<file path="src/rtl/jdec_pkg.sv">
package jdec_pkg;
  // Action chosen for the twisted ring on the coming edge.
  typedef enum logic [1:0] {
    ACT_HOLD = 2'd0,
    ACT_STEP = 2'd1,
    ACT_WRAP = 2'd2
  } ring_act_e;
endpackage

</file>
<file path="src/rtl/jdec_ring.sv">
module jdec_ring
  import jdec_pkg::*;
#(
  parameter int STAGES = 5
) (
  input  logic              clk,
  input  logic              rst,
  input  ring_act_e         act,
  output logic [STAGES-1:0] ring_q,
  output logic [STAGES-1:0] ring_nxt
);
  localparam int TOP = STAGES - 1;

  logic [STAGES-1:0] shifted;

  // Twisted shift. Stage 2 only keeps a one from stage 1 when a
  // neighbour backs it up, which clears isolated ones so that an illegal
  // pattern falls back into the ten-state loop.
  always_comb begin
    shifted    = {ring_q[TOP-1:0], ~ring_q[TOP]};
    shifted[2] = ring_q[1] & (ring_q[0] | ring_q[2]);
  end

  always_comb begin
    unique case (act)
      ACT_STEP: ring_nxt = shifted;
      ACT_WRAP: ring_nxt = '0;
      default:  ring_nxt = ring_q;
    endcase
  end

  always_ff @(posedge clk) begin
    if (rst) ring_q <= '0;
    else     ring_q <= ring_nxt;
  end
endmodule

</file>
<file path="src/rtl/jdec_decode.sv">
module jdec_decode #(
  parameter int STAGES = 5,
  localparam int OUTS  = 2 * STAGES
) (
  input  logic [STAGES-1:0] ring,
  output logic [OUTS-1:0]   lines
);
  // Each line looks at one adjacent pair of stages only.
  for (genvar k = 0; k < OUTS; k++) begin : g_line
    if (k == 0) begin : g_zero
      assign lines[k] = ~ring[STAGES-1] & ~ring[0];
    end else if (k < STAGES) begin : g_fill
      assign lines[k] = ring[k-1] & ~ring[k];
    end else if (k == STAGES) begin : g_full
      assign lines[k] = ring[STAGES-1] & ring[0];
    end else begin : g_drain
      assign lines[k] = ~ring[k-STAGES-1] & ring[k-STAGES];
    end
  end
endmodule

</file>
<file path="src/rtl/jdec_ctrl.sv">
module jdec_ctrl
  import jdec_pkg::*;
#(
  parameter int STAGES = 5,
  localparam int OUTS  = 2 * STAGES,
  localparam int SEL_W = $clog2(OUTS)
) (
  input  logic [OUTS-1:0]  line_cur,
  input  logic             hold_i,
  input  logic             short_en,
  input  logic [SEL_W-1:0] short_n,
  input  logic             halt_en,
  input  logic [SEL_W-1:0] halt_line,
  output ring_act_e        act,
  output logic             carry_from_zero
);
  localparam logic [SEL_W-1:0] N_MIN  = SEL_W'(2);
  localparam logic [SEL_W-1:0] N_MAX  = SEL_W'(OUTS - 1);
  localparam logic [SEL_W-1:0] N_HALF = SEL_W'(STAGES);
  localparam logic [SEL_W-1:0] ONE    = SEL_W'(1);
  localparam logic [SEL_W-1:0] LAST   = SEL_W'(OUTS - 1);

  logic             n_ok;
  logic             sel_ok;
  logic [SEL_W-1:0] n_last;
  logic             at_wrap;
  logic             at_halt;

  assign n_ok    = short_en && (short_n >= N_MIN) && (short_n <= N_MAX);
  assign sel_ok  = halt_en && (halt_line <= LAST);
  assign n_last  = short_n - ONE;
  assign at_wrap = n_ok && line_cur[n_last];
  assign at_halt = sel_ok && line_cur[halt_line];

  always_comb begin
    if (hold_i || at_halt) act = ACT_HOLD;
    else if (at_wrap)      act = ACT_WRAP;
    else                   act = ACT_STEP;
  end

  assign carry_from_zero = n_ok && (short_n < N_HALF);
endmodule

</file>
<file path="src/rtl/jdec_seq.sv">
module jdec_seq
  import jdec_pkg::*;
#(
  parameter int STAGES = 5,
  localparam int OUTS  = 2 * STAGES,
  localparam int SEL_W = $clog2(OUTS)
) (
  input  logic             clk,
  input  logic             rst,
  input  logic             hold_i,
  input  logic             short_en,
  input  logic [SEL_W-1:0] short_n,
  input  logic             halt_en,
  input  logic [SEL_W-1:0] halt_line,
  output logic [OUTS-1:0]  line_o,
  output logic             carry_o
);
  ring_act_e         act;
  logic              carry_from_zero;
  logic [STAGES-1:0] ring_q;
  logic [STAGES-1:0] ring_nxt;
  logic [OUTS-1:0]   line_nxt;

  jdec_ring #(.STAGES(STAGES)) u_ring (
    .clk      (clk),
    .rst      (rst),
    .act      (act),
    .ring_q   (ring_q),
    .ring_nxt (ring_nxt)
  );

  jdec_decode #(.STAGES(STAGES)) u_dec (
    .ring  (ring_nxt),
    .lines (line_nxt)
  );

  // The controller sees the registered lines, which always decode ring_q.
  jdec_ctrl #(.STAGES(STAGES)) u_ctrl (
    .line_cur        (line_o),
    .hold_i          (hold_i),
    .short_en        (short_en),
    .short_n         (short_n),
    .halt_en         (halt_en),
    .halt_line       (halt_line),
    .act             (act),
    .carry_from_zero (carry_from_zero)
  );

  always_ff @(posedge clk) begin
    if (rst) begin
      line_o  <= OUTS'(1);
      carry_o <= 1'b1;
    end else begin
      line_o  <= line_nxt;
      carry_o <= carry_from_zero ? line_nxt[0] : ~ring_nxt[STAGES-1];
    end
  end
endmodule

</file>
<file path="config.mk">
export PLATFORM = sky130hd
export DESIGN_NAME = jdec_seq
export DESIGN_NICKNAME = d
export VERILOG_FILES = /design/src/rtl/jdec_pkg.sv /design/src/rtl/jdec_ring.sv /design/src/rtl/jdec_decode.sv /design/src/rtl/jdec_ctrl.sv /design/src/rtl/jdec_seq.sv
export SDC_FILE = /design/constraint.sdc
export NUM_CORES = 1
export LEC_CHECK = 0
export ABC_AREA = 1
export BUFFER_PORTS_ARGS = -buffer_cell sky130_fd_sc_hd__buf_2
export CORE_MARGIN = 2
export CORE_UTILIZATION = 55
export DETAILED_ROUTE_END_ITERATION = 8
export PLACE_DENSITY = 0.83
export SETUP_SLACK_MARGIN = 0.5
export SYNTH_ARGS = -nofsm -noshare
export SYNTH_HDL_FRONTEND = slang
export SYNTH_SLANG_ARGS = --single-unit
</file>
<file path="constraint.sdc">
create_clock -name clk -period 2.8 [get_ports clk]
set_input_delay 0.56 -clock clk [delete_from_list [all_inputs] [get_ports clk]]
set_output_delay 0.56 -clock clk [all_outputs]
set_load 0.02 [all_outputs]
</file>
==> impl_metrics.ini <==
[clock_network]
clkSinkCount = 16
clk_latency_ns = 0.28
cts_htree_levels = 1
cts_buffer_depth = 2
cts_tree = done
numCtsBuffers = 3
clock-root-buffer = clkbuf_4
post_cts_buffers = 0
cts_resized = 0
cts_hold_buf = 0
clk_pin_slew_worst_paths_ns = 0.08

[setup_path]
r2r_start = line_o[9]
worstPathArrival_ns = 2.08
ff2ff_path_depth = 11
worstSetupStartpoint = short_n[0]
crit_path_max_fanout = 8
r2r_setup_slack_ns = 1.30
path_class = in2reg
critPathLaunchType = primary input
cp-end-kind = flop
rr_endpoint = carry_o
cp.required_ns = 2.98

[die]
die_area_um2 = 2030
rows = 14
start_util = 0.603
die_y_um = 45.1
boundaryPins = 24
core_um2 = 1540
die_x_um = 45.1

[final_layout]
drive_above_1_share = 0.309
design_area_um2 = 1090
fin_nets = 180
syn_to_final_growth_pct = 17.0
antenna_cells = 0

[synthesis]
synth_top_area_frac = 0.345
ys_warn_count = 0
synth_largest_area_cell = dfxtp_1
synth_common_cells = 32 x nand2_1, 23 x inv_1, 16 x dfxtp_1
syn_area_per_cell_um2 = 6.84
yosysMostFrequentCell = nand2_1
synth_cell_types = 22
synth_area_um2 = 930
synthTopCellsByArea = dfxtp_1 34%, nand2_1 13%, nand2_2 9.4%
ys.flop_type = dfxtp_1
syn_inst = 136
ys_ff_latch = 16
synthArstFlopShare = 0
synth_edf_count = 0
syn_nets = 152
ys_seq_area_frac = 0.345

[timing]
rsz0062_at_grt = false
slew_headroom = 0.851
final_max_slew_viol_count = 0
setup-tns-final_ns = 0
min_period_over_period = 0.678
fin_ws_ns = 0.902
fin_worst_skew_ns = 0.00187
setup_viol_count_final = 0
hold_viol_final = 0
worst_slew_pin_slew_ns = 0.222
period_needed_ns = 1.90
max_freq_mhz = 527

[global_route]
grt.total_usage = 0.239
antenna_found_initial = 0
grt_max_degree = 9
overflow = 0
grt_pass1_vias = 883
grt_pass1_wl_um = 3590

[detailed_routing]
vias = 958
drc = 0
dr.first_iter.drc_count = 33
vias_per_cell = 5.38
ant_nets = 0
wl_per_cell_um = 11.5
wl_um = 2050
drt_first_pass_iters = 5

[placement]
post-dp-hpwl_um = 1680
gp_congestion = 0.873
port_buffers = 23
pre_cts_slack_ns = 0.625
post_dp_cell_area_um2 = 1060

[flow_run]
drv_cap = 0

[power_and_ir_drop]
p_leak_nw = 0.618
irDropWorstVdd_v = 0.000303
power_density_nw_per_um2 = 408

[min_path]
whs_path_depth = 3
hold_end = line_o[1]
hold_start = u_ring.ring_q[1]
hp-class = reg2reg

[outcome]
outcome = finished, final reports clean
-- stage by stage --
stage	hold slack [ns]	utilization	power, mW	std cells
4_1_cts	0.589	0.705	0.441	178
2_1_floorplan	0.530	-	0.303	136
6_report	0.589	0.705	0.443	178
3_5_place_dp	0.579	0.691	0.332	175
5_1_grt	0.615	0.705	0.462	178
3_3_place_gp	0.568	0.691	0.329	175
-- logic make-up (layout without fill, tap and decap cells) --
kind of cell	count (synthesis)	in the layout	synth area share
AO/OA/AOI/OAI	6	6	0.0404
AND/OR/NAND/NOR	82	82	0.448
flip-flops	16	16	0.345
buffers and inverters	29	55	0.127
adder cells (fa/ha/maj)	3	3	0.0404
-- metal layers --
| layer | routed length (um) | track usage | vias to the layer above |
|---|---|---|---|
| met5 | 0 | 0 | - |
| met4 | 51 | 0.0882 | 0 |
| li1 | - | - | 472 |
| met1 | 839 | 0.286 | 430 |
| met3 | 167 | 0.0480 | 9 |
| met2 | 990 | 0.420 | 47 |
-- worst max-delay path by stage --
stage / to
after floorplan: carry_o
after global placement: carry_o
after detailed placement: carry_o
after CTS: carry_o
after global routing: carry_o
final: carry_o
-- cells in the final DEF (no fill, tap or decap) --
master    count
o21a_1        1
clkinv_2      1
nor2_2        2
o21ai_1       1
nand3_4       1
nand3b_1      2
dfxtp_1      16
a21oi_1       1
inv_2         3
inv_1        23
nand2_2      14
nand4_1       6
a21boi_0      1
buf_2        23
o21ai_0       1
nand3_1      14
o211ai_1      1
clkinv_1      1
ha_1          3
nand2_4       2
nor2_1        9
clkbuf_4      3
nand2_1      32
inv_8         1
-- layout make-up --
type / instances / area [um2]
tap: 16 / 20.0
clock buffer: 3 / 22.5
timing repair buffer: 23 / 115
multi-input combinational: 91 / 492
fill: 132 / 454
sequential: 16 / 320
inverter: 29 / 118
-- worst max-delay path, stage by stage --
cell      delay [ns]
buf_2           0.16
inv_2           0.10
ha_1            0.35
inv_1           0.09
nand3_1         0.08
nand3_1         0.09
nand3b_1        0.10
nand2_2         0.12
nand4_1         0.12
nand2_2         0.10
nand2_4         0.08
nand2_1         0.07
nand2_1         0.06
-- power breakdown --
group,leakage [nW],internal [mW],switching (mW)
logic,0.474,0.0321,0.0563
registers,0.130,0.234,0.00514
clock network,0.0138,0.0499,0.0661
-- state kept, by name, summed over array words and instances (netlist names) --
| signal | cells |
|---|---|
| carry_o | 1 |
| line_o | 10 |
| u_ring.ring_q | 5 |
Note: power is estimated with default switching activity, not from simulation.
